File: src/rtl/spi_tx_pkg.sv
package spi_tx_pkg;
  localparam int START_OFS = 0;
  localparam int BUSY_OFS  = 4;
  localparam int DATA_OFS  = 8;

  // strobes from control to datapath, one cycle each
  typedef struct packed {
    logic load;      // capture word, lower select
    logic sclkRise;  // drive sclk high
    logic sclkFall;  // drive sclk low and advance shift register
    logic frameEnd;  // raise select
  } txStrobes_t;

  typedef enum logic [1:0] {
    ST_IDLE,
    ST_LEAD,
    ST_SHIFT,
    ST_TRAIL
  } txState_t;
endpackage

File: src/rtl/spi_tx_ctrl.sv
module spi_tx_ctrl
  import spi_tx_pkg::*;
#(
  parameter int HALF_DIV = 4,
  parameter int WORD_W   = 16
) (
  input  logic       clk,
  input  logic       rstN,
  input  logic       startRise,
  input  logic       sclkLevel,
  output txStrobes_t strobes,
  output logic       busy
);
  localparam int DIV_W = (HALF_DIV > 1) ? $clog2(HALF_DIV) : 1;
  localparam int CNT_W = $clog2(WORD_W + 1);
  localparam logic [DIV_W-1:0] DIV_LAST = DIV_W'(HALF_DIV - 1);
  localparam logic [CNT_W-1:0] BIT_LAST = CNT_W'(WORD_W - 1);

  txState_t         state;
  logic [DIV_W-1:0] divCnt;
  logic [CNT_W-1:0] bitCnt;
  logic             tick;

  assign tick = (divCnt == DIV_LAST);

  always_ff @(posedge clk or negedge rstN) begin
    if (!rstN) begin
      state  <= ST_IDLE;
      divCnt <= '0;
      bitCnt <= '0;
    end else begin
      unique case (state)
        ST_IDLE: begin
          divCnt <= '0;
          if (startRise) begin
            state  <= ST_LEAD;
            bitCnt <= '0;
          end
        end
        ST_LEAD: begin
          if (tick) begin
            divCnt <= '0;
            state  <= ST_SHIFT;
          end else begin
            divCnt <= divCnt + 1'b1;
          end
        end
        ST_SHIFT: begin
          if (tick) begin
            divCnt <= '0;
            if (sclkLevel) begin
              bitCnt <= bitCnt + 1'b1;
              if (bitCnt == BIT_LAST) state <= ST_TRAIL;
            end
          end else begin
            divCnt <= divCnt + 1'b1;
          end
        end
        ST_TRAIL: begin
          if (tick) begin
            divCnt <= '0;
            state  <= ST_IDLE;
          end else begin
            divCnt <= divCnt + 1'b1;
          end
        end
        default: state <= ST_IDLE;
      endcase
    end
  end

  always_comb begin
    strobes          = '0;
    strobes.load     = (state == ST_IDLE) && startRise;
    strobes.sclkRise = tick && ((state == ST_LEAD) || ((state == ST_SHIFT) && !sclkLevel));
    strobes.sclkFall = tick && (state == ST_SHIFT) && sclkLevel;
    strobes.frameEnd = tick && (state == ST_TRAIL);
  end

  assign busy = (state != ST_IDLE);
endmodule

File: src/rtl/spi_tx_datapath.sv
module spi_tx_datapath
  import spi_tx_pkg::*;
#(
  parameter int ADDR_W = 4,
  parameter int DATA_W = 32,
  parameter int WORD_W = 16
) (
  input  logic              clk,
  input  logic              rstN,
  input  logic [ADDR_W-1:0] regAddr,
  input  logic              regWe,
  input  logic [DATA_W-1:0] regWdata,
  input  logic              busy,
  input  txStrobes_t        strobes,
  output logic [DATA_W-1:0] regRdata,
  output logic              startRise,
  output logic              sclk,
  output logic              mosi,
  output logic              csN
);
  localparam int IDX_W = ADDR_W - 2;
  localparam logic [IDX_W-1:0] IDX_START = IDX_W'(START_OFS / 4);
  localparam logic [IDX_W-1:0] IDX_BUSY  = IDX_W'(BUSY_OFS / 4);
  localparam logic [IDX_W-1:0] IDX_DATA  = IDX_W'(DATA_OFS / 4);

  logic              startReg;
  logic [WORD_W-1:0] dataReg;
  logic [WORD_W-1:0] shiftReg;
  logic              aligned;
  logic [IDX_W-1:0]  wordIdx;
  logic              wrStart;
  logic              wrData;

  assign aligned   = (regAddr[1:0] == 2'b00);
  assign wordIdx   = regAddr[ADDR_W-1:2];
  assign wrStart   = regWe && aligned && (wordIdx == IDX_START);
  assign wrData    = regWe && aligned && (wordIdx == IDX_DATA);
  assign startRise = wrStart && regWdata[0] && !startReg;

  always_ff @(posedge clk or negedge rstN) begin
    if (!rstN) begin
      startReg <= 1'b0;
      dataReg  <= '0;
    end else begin
      if (wrStart) startReg <= regWdata[0];
      if (wrData && !busy) dataReg <= regWdata[WORD_W-1:0];
    end
  end

  always_ff @(posedge clk or negedge rstN) begin
    if (!rstN) begin
      shiftReg <= '0;
      sclk     <= 1'b0;
      csN      <= 1'b1;
    end else begin
      if (strobes.load) begin
        shiftReg <= dataReg;
        csN      <= 1'b0;
      end
      if (strobes.sclkRise) sclk <= 1'b1;
      if (strobes.sclkFall) begin
        sclk     <= 1'b0;
        shiftReg <= {shiftReg[WORD_W-2:0], 1'b0};
      end
      if (strobes.frameEnd) csN <= 1'b1;
    end
  end

  assign mosi = shiftReg[WORD_W-1];

  always_comb begin
    regRdata = '0;
    if (aligned) begin
      if (wordIdx == IDX_START)     regRdata[0] = startReg;
      else if (wordIdx == IDX_BUSY) regRdata[0] = busy;
    end
  end
endmodule

File: src/rtl/spi_tx_master.sv
module spi_tx_master
  import spi_tx_pkg::*;
#(
  parameter int ADDR_W   = 4,
  parameter int DATA_W   = 32,
  parameter int WORD_W   = 16,
  parameter int HALF_DIV = 4
) (
  input  logic              clk,
  input  logic              rstN,
  input  logic [ADDR_W-1:0] regAddr,
  input  logic              regWe,
  input  logic [DATA_W-1:0] regWdata,
  output logic [DATA_W-1:0] regRdata,
  output logic              sclk,
  output logic              mosi,
  output logic              csN
);
  txStrobes_t strobes;
  logic       busy;
  logic       startRise;

  spi_tx_ctrl #(.HALF_DIV(HALF_DIV), .WORD_W(WORD_W)) u_ctrl (
    .clk(clk), .rstN(rstN), .startRise(startRise), .sclkLevel(sclk),
    .strobes(strobes), .busy(busy)
  );

  spi_tx_datapath #(.ADDR_W(ADDR_W), .DATA_W(DATA_W), .WORD_W(WORD_W)) u_dp (
    .clk(clk), .rstN(rstN), .regAddr(regAddr), .regWe(regWe), .regWdata(regWdata),
    .busy(busy), .strobes(strobes), .regRdata(regRdata), .startRise(startRise),
    .sclk(sclk), .mosi(mosi), .csN(csN)
  );
endmodule

File: config.mk
export PLATFORM = sky130hd
export DESIGN_NAME = spi_tx_master
export DESIGN_NICKNAME = d
export VERILOG_FILES = /design/src/rtl/spi_tx_pkg.sv /design/src/rtl/spi_tx_ctrl.sv /design/src/rtl/spi_tx_datapath.sv /design/src/rtl/spi_tx_master.sv
export SDC_FILE = /design/constraint.sdc
export NUM_CORES = 1
export LEC_CHECK = 0
export BUFFER_PORTS_ARGS = -buffer_cell sky130_fd_sc_hd__buf_4
export CAP_MARGIN = 5
export CORE_MARGIN = 4
export CORE_UTILIZATION = 40
export CTS_BUF_LIST = sky130_fd_sc_hd__clkbuf_2 sky130_fd_sc_hd__clkbuf_4 sky130_fd_sc_hd__clkbuf_8
export DETAILED_ROUTE_END_ITERATION = 10
export PLACE_DENSITY_LB_ADDON = 0.12
export SETUP_SLACK_MARGIN = 0.15
export SLEW_MARGIN = 20
export SYNTH_ARGS = -nofsm -noshare
export SYNTH_HDL_FRONTEND = slang
export SYNTH_HIERARCHICAL = 1
export SYNTH_SLANG_ARGS = --single-unit
File: constraint.sdc
create_clock -name clk -period 3.6 [get_ports clk]
set_input_delay 0 -clock clk [delete_from_list [all_inputs] [get_ports clk]]
set_output_delay 0 -clock clk [all_outputs]
set_load 0.01 [all_outputs]
==> qor.csv, run 1 <==
metric,value,unit
outcome,"complete, no violations",
synth unique cells,38,
P_leak,1.31,nW
DR vias,1505,
clock buffer depth,2,
"Max FO, Critical Path",16,
Synth area leaders,"dfrtp_1 45%, buf_4 10%, mux2i_1 7.5%, mux2_4 6.3%, ha_1 4.2%",
Vert. Die Dim,85.3,um
CP required,3.77,ns
min Tclk post-route,1.88,ns
total gr overflow,0,
CTS H-tree depth,2,
largest net degree at the start of global routing,45,
Internal,1.31,mW
Top-Level Pins,74,
drt total wl,3970,um
Switching Fraction,0.310,
reg2reg setup slack,1.72,ns
max_cap viols,0,
share of the synthesized area in the top cell type,0.451,
DRC,0,
Rows,27,
root buffer cell,clkbuf_8,
WL/cell,11.9,um
GPL Wtd Cong,0.741,
Max Slew Vio Count,0,
Cells on Worst Hold Path,4,
Relative slew margins,0.611,
CTS tree,yes,
critical path's largest stage delay,0.42,ns
DP Wirelength,2650,um
Port Buffers,26,
Min-Delay Path Class,in2reg,
TNS Setup,0,ns
Slowest cell on crit path,dfrtp_1,
Worst setup startpoint,u_ctrl/state[0],
Avg Inst Size Synth,11.1,um2
Worst Hold End,u_dp/startReg,
critical path endpoint category,register,
dominant cell type by area after synthesis,dfrtp_1,
core area,5640,um2
RR Startpoint,u_ctrl/state[0],
Yosys warning count,6,
post-synthesis sequential area ratio,0.462,
Final Hold Fails,0,
RSZ-0062 raised after global routing,false,
Peak VDD IR,0.298,mV
Max Fclk,532,MHz
PD cells,669,nW/um2
die area,7270,um2
Routed Antenna Nets,0,
first-pass GRT wire length,7000,um
sw power,0.588,mW
CP cell instances,inv_1 > ha_1 > inv_1 > nand4b_4 > mux2_4,
Buf/Inv on CP,2,
critical path's top delay family,flip-flops,
DIE WIDTH,85.3,um
path depth of the worst reg2reg path,5,
ant diodes,0,
CP most frequent cell,inv_1,
Hold Startpoint,regAddr[2],
Final Skew,0.00534,ns
"count leader, synth",dfrtp_1,
fin crit share,0.523,
initial antenna violation count,0,
"Area growth, synth to finish",18.6,%
Worst EP arrival,2.06,ns
logic gate share of total power,0.312,
vias in the first global route,1460,
share of layout cells above drive strength 1,0.249,
Clock power frac,0.232,
clock buffer count from CTS,5,
crit start category,register,
worst slew pin tran,0.582,ns
number of vias per cell,4.52,
Gate Count Post-Synth,216,
GRT Resource Usage Total,0.116,
1st-iter DRT viols,46,
CTS resizes,0,
Post-synth top flop,dfrtp_1,
Power Total,1.89,mW
sink count of the clock tree,44,
top post-synthesis cells by count,"43 x dfrtp_1, 32 x buf_4, 20 x nand2_1, 20 x o21ai_0, 18 x mux2i_1",
DR pass1 iterations,4,
"FFs w/ async S/R, synth",1.00,
clock latency on the worst-skew pair,0.29,ns
RR Endpoint,u_dp/dataReg[12],
"CTS clk-pin slew, worst paths",0.08,ns
Total Nets Final,308,
Starting Density,0.423,
"FF+latch count, synth",44,
Synth Cell Area,2390,um2
Setup CP Type,reg2reg,
Setup Viol. Count Final,0,
number of synthesized flops with an enable pin,0,
Reg power frac,0.456,
[tightest hold or removal path, cell delays in order]
cell,delay [ns]
buf_4,0.10
nor2b_4,0.04
nand2_1,0.07
mux2_2,0.15
[worst max-delay path by stage]
stage / cells after the start / to / slack (ns)
after floorplan: 6 / u_dp/shiftReg[7] / 1.92
after global placement: 8 / u_ctrl/state[1] / 1.62
after detailed placement: 8 / u_ctrl/state[1] / 1.63
after CTS: 5 / u_dp/dataReg[11] / 1.67
after global routing: 5 / u_ctrl/state[1] / 1.57
final: 5 / u_dp/dataReg[12] / 1.72
[cells in the final DEF, fill, tap and decap left out]
cell type / Yosys / layout
conb_1: 1 / 31
o32a_1: 1 / 1
o21ai_2: 1 / 1
a21o_1: 1 / 1
inv_1: 6 / 6
nor2_1: 9 / 9
and3_1: 1 / 1
or2_2: 1 / 1
a22oi_1: 2 / 2
nand2b_2: 1 / 1
dfrtp_1: 43 / 43
bufinv_16: 0 / 2
nor3_2: 1 / 1
dlygate4sd3_1: 0 / 17
nor2b_4: 1 / 1
nor3_1: 4 / 4
nand2_4: 1 / 1
a21oi_1: 3 / 3
mux2i_1: 18 / 18
a31oi_1: 1 / 1
buf_4: 32 / 28
and2_2: 1 / 1
mux2_2: 8 / 8
a21oi_2: 1 / 1
mux2_4: 10 / 10
nand2_1: 20 / 20
nor2b_1: 3 / 3
o21a_1: 1 / 1
ha_1: 8 / 8
nor2_4: 1 / 1
clkbuf_8: 0 / 5
nand3_1: 5 / 5
nor3b_1: 1 / 1
dfstp_2: 1 / 1
nor2_2: 1 / 1
o21ai_0: 20 / 20
and2_1: 1 / 1
nand4b_4: 1 / 1
[final cells by class]
class | count | area, um2
Clock buffer | 5 | 68.8
Multi-Input combinational cell | 159 | 1110
Clock inverter | 2 | 60.1
Inverter | 6 | 22.5
Sequential cell | 44 | 1100
Tap cell | 72 | 90.1
Fill cell | 529 | 2810
Timing Repair Buffer | 45 | 380
[routing by layer]
metal / up-vias / track usage / wire length [um]
li1: 759 / - / -
met2: 30 / 0.185 / 1890
met1: 712 / 0.160 / 1880
met5: - / 0 / 0
met3: 4 / 0.0262 / 178
met4: 0 / 0.0302 / 26
[sequential cells by signal, summed over array words and instances, names as in the netlist]
| name | count |
|---|---|
| u_ctrl/state | 2 |
| u_dp/sclk | 1 |
| u_dp/dataReg | 16 |
| u_dp/csN | 1 |
| u_dp/shiftReg | 16 |
| u_ctrl/divCnt | 2 |
| u_dp/startReg | 1 |
| u_ctrl/bitCnt | 5 |
[cell families (layout without fill, tap and decap cells)]
group / after synthesis / count (layout) / synth area share
DFF: 44 / 44 / 0.462
muxes: 36 / 36 / 0.176
AOI/OAI and AO/OA: 31 / 31 / 0.0750
buffers and inverters: 43 / 58 / 0.122
adders and majority gates: 8 / 8 / 0.0419
and+or+nand+nor: 53 / 53 / 0.122
other: 1 / 31 / 0.00157
[through the flow]
stage | instances | hold slack, ns | area (um2) | setup WS, ns | utilization
final | 333 | 0.112 | 2830 | 1.72 | 0.502
after global routing | 333 | 0.116 | 2830 | 1.57 | 0.502
after detailed placement | 309 | 0.0394 | 2530 | 1.63 | 0.449
after CTS | 333 | 0.102 | 2830 | 1.67 | 0.502
after floorplan | 246 | -0.296 | 2500 | 1.92 | -
after global placement | 309 | 0.0455 | 2530 | 1.62 | 0.449
[power by group through the flow]
stage               registers, mW  logic (mW)  clock network (mW)
CTS                         0.865       0.598               0.457
detailed placement          0.872       0.584                   0
global placement            0.873       0.574                   0
floorplan                   0.841       0.474                   0
finish                      0.863       0.592               0.439
global route                0.900       0.682               0.472
[timing repair]
item                                   in CTS  in global routing
hold buffers                               17                  0
setup endpoints to repair                   0                  0
endpoints found under the hold margin      60                  0
setup buffers                               0                  0
(Power assumes the default switching activity.)
==> inputs of run 2 (changes only) <==
--- a/config.mk
+++ b/config.mk
@@ -5,6 +5,7 @@
 export SDC_FILE = /design/constraint.sdc
 export NUM_CORES = 1
 export LEC_CHECK = 0
+export ABC_AREA = 1
 export BUFFER_PORTS_ARGS = -buffer_cell sky130_fd_sc_hd__buf_4
 export CAP_MARGIN = 5
 export CORE_MARGIN = 4
==> constraint.sdc (replaced) <==
create_clock -name clk -period 2 [get_ports clk]
set_input_delay 0 -clock clk [delete_from_list [all_inputs] [get_ports clk]]
set_output_delay 0 -clock clk [all_outputs]
set_load 0.01 [all_outputs]
==> qor.csv, run 2 <==
metric,value,unit
Switching Fraction,0.386,
Peak VDD IR,0.622,mV
Routed Antenna Nets,0,
1st-iter DRT viols,62,
DRC,0,
Clock power frac,0.177,
initial antenna violation count,0,
Yosys warning count,6,
GPL Wtd Cong,0.772,
number of synthesized flops with an enable pin,0,
crit start category,register,
Reg power frac,0.443,
Setup Viol. Count Final,0,
DP Wirelength,3470,um
WL/cell,11.3,um
vias in the first global route,1741,
Synth Area in XOR/XNOR,0,
DR vias,1968,
CTS tree,yes,
Post-Synth Adder-Cell Area,0.0383,
Max Slew Vio Count,0,
layout filler cell count,639,
Synth area leaders,"dfrtp_1 41%, nand2_1 14%, buf_4 9.5%, inv_1 4.3%, nand3_1 4.2%",
PD cells,1130,nW/um2
fin crit share,0.851,
Gate Count Post-Synth,322,
GRT Resource Usage Total,0.135,
CTS H-tree depth,2,
Max Fclk,588,MHz
fin area,3040,um2
"count leader, synth",nand2_1,
Relative slew margins,0.624,
"Max FO, Critical Path",16,
Top-Level Pins,74,
critical path's largest stage delay,0.41,ns
Post-synth top flop,dfrtp_1,
Internal,2.10,mW
Total Nets Final,413,
core area,6350,um2
logic gate share of total power,0.379,
TNS Setup,0,ns
Vert. Die Dim,88.9,um
critical path endpoint category,register,
clock buffer count from CTS,5,
drt total wl,5020,um
Final Hold Fails,0,
Setup CP Type,reg2reg,
post-synthesis sequential area ratio,0.422,
Worst EP arrival,1.92,ns
sink count of the clock tree,44,
"Area growth, synth to finish",16.2,%
Final Skew,0.00574,ns
max_cap viols,0,
Post-Place Cell Area,2750,um2
Synth Cell Area,2620,um2
"FFs w/ async S/R, synth",1.00,
root buffer cell,clkbuf_8,
number of vias per cell,4.43,
die area,7900,um2
CP cell instances,inv_1 > ha_2 > inv_4 > nor3_4 > buf_6 > nor2_8 > inv_8 > nand2_1 > o21ai_1,
DIE WIDTH,88.9,um
pre-CTS setup slack,0.117,ns
Port Buffers,26,
sw power,1.32,mW
ant diodes,0,
main combinational cell family by area after synthesis,simple AND/OR/NAND/NOR gates,
Post-Synth Simple-Gate Area,0.296,
CP required,2.22,ns
P_leak,1.54,nW
min Tclk post-route,1.70,ns
Slowest cell on crit path,dfrtp_1,
Rows,29,
Compound-Gate Fraction of Synth Area,0.0679,
top post-synthesis cells by count,"97 x nand2_1, 43 x dfrtp_1, 33 x buf_4, 30 x inv_1, 24 x nor2_1",
"commonest cells after routing, fill and taps aside","97 x nand2_1, 43 x dfrtp_1, 31 x conb_1, 30 x inv_1, 28 x buf_4",
largest net degree at the start of global routing,45,
dominant cell type by area after synthesis,dfrtp_1,
Final Worst Setup Slack,0.298,ns
Min-Delay Path Class,in2reg,
share of layout cells above drive strength 1,0.213,
"FF+latch count, synth",44,
DR pass1 iterations,4,
Starting Density,0.412,
mux cell area share after synthesis,0,
first-pass GRT wire length,8220,um
largest registers,"u_dp/dataReg (16), u_dp/shiftReg (16), u_ctrl/bitCnt (5)",
"CTS clk-pin slew, worst paths",0.08,ns
critical path's top delay family,buffers and inverters,
share of the synthesized area in the top cell type,0.411,
clock buffer depth,2,
"commonest non-fill, non-tap cell in the layout",nand2_1,
outcome,"complete, no violations",
worst slew pin tran,0.564,ns
RSZ-0062 raised after global routing,true,
total gr overflow,0,
synth unique cells,30,
Avg Inst Size Synth,8.12,um2
Buf/Inv on CP,4,
clock latency on the worst-skew pair,0.29,ns
[run 2: changes by cell type after synthesis, moves of 4 or more]
cell and delta:
nand2_1 +77, inv_1 +24, mux2i_1 -18, nand3_1 +17, o21ai_0 -17, nor2_1 +15
mux2_4 -10, nand2_2 +9, mux2_2 -8, o21ai_1 +6, o211ai_2 +5, o21ai_2 +5
inv_2 +4, nand4_1 +4
[run 2: cell families (layout without fill, tap and decap cells)]
family          count (synthesis)  in the layout
flops                          44             44
fa+ha+maj                       8              8
other cells                     1             31
compound gates                 23             23
simple gates                  169            169
buf+inv                        77             92
[run 2: layer usage]
layer,share of wire,track usage
met5,0,0
met4,0.0072,0.0440
met3,0.050,0.0251
met2,0.44,0.202
met1,0.50,0.196
[run 2: tightest hold or removal path, stage by stage]
cell and delay, ns:
buf_4 0.10, nand3_1 0.07, nand2_1 0.06, nand2_1 0.04
[run 2: area by class of cell]
cell class | instances | area, um2 | area share
clock buffer | 8 | 97.6 | 0.0321
inverter | 36 | 145 | 0.0478
multi-input combinational | 231 | 1180 | 0.389
sequential | 44 | 1100 | 0.363
tap | 77 | 96.3 | 0.0317
timing repair buffer | 48 | 414 | 0.136
[run 2: final timing paths]
| path | from | endpoint | slack (ns) | cells after the start |
|---|---|---|---|---|
| setup / recovery | u_ctrl/state[0] | u_dp/shiftReg[4] | 0.30 | 9 |
| hold / removal | regWe | u_dp/startReg | 0.02 | 4 |
| setup reg to reg | u_ctrl/state[0] | u_dp/shiftReg[4] | 0.30 | 9 |
| hold reg to reg | u_ctrl/divCnt[0] | u_ctrl/divCnt[0] | 0.44 | 1 |
| max in group asynchronous | rstN | u_dp/startReg | 1.37 | 2 |
| min in group asynchronous | rstN | u_dp/shiftReg[7] | 0.24 | 2 |
[run 2: power groups by stage]
stage               clock, mW  sequential, mW  combinational [mW]
detailed placement          0            1.53                1.27
floorplan                   0            1.48                1.03
global placement            0            1.52                1.25
global route            0.651            1.57                1.51
CTS                     0.633            1.52                1.30
finish                  0.606            1.52                1.30
[run 2: through the flow]
stage               hold slack, ns  instances  utilization  total power, mW
floorplan                   -0.296        352            -             2.51
global placement            0.0492        419        0.432             2.77
detailed placement          0.0433        419        0.432             2.80
CTS                       0.000402        444        0.475             3.45
global route                0.0344        444        0.478             3.73
finish                      0.0159        444        0.478             3.42
[run 2: what timing repair did]
action                                 in CTS  in global routing
resized for setup                           2                  5
setup buffers                               0                  0
endpoints found under the hold margin      60                  0
setup endpoints to repair                   7                 15
hold buffers                               17                  0
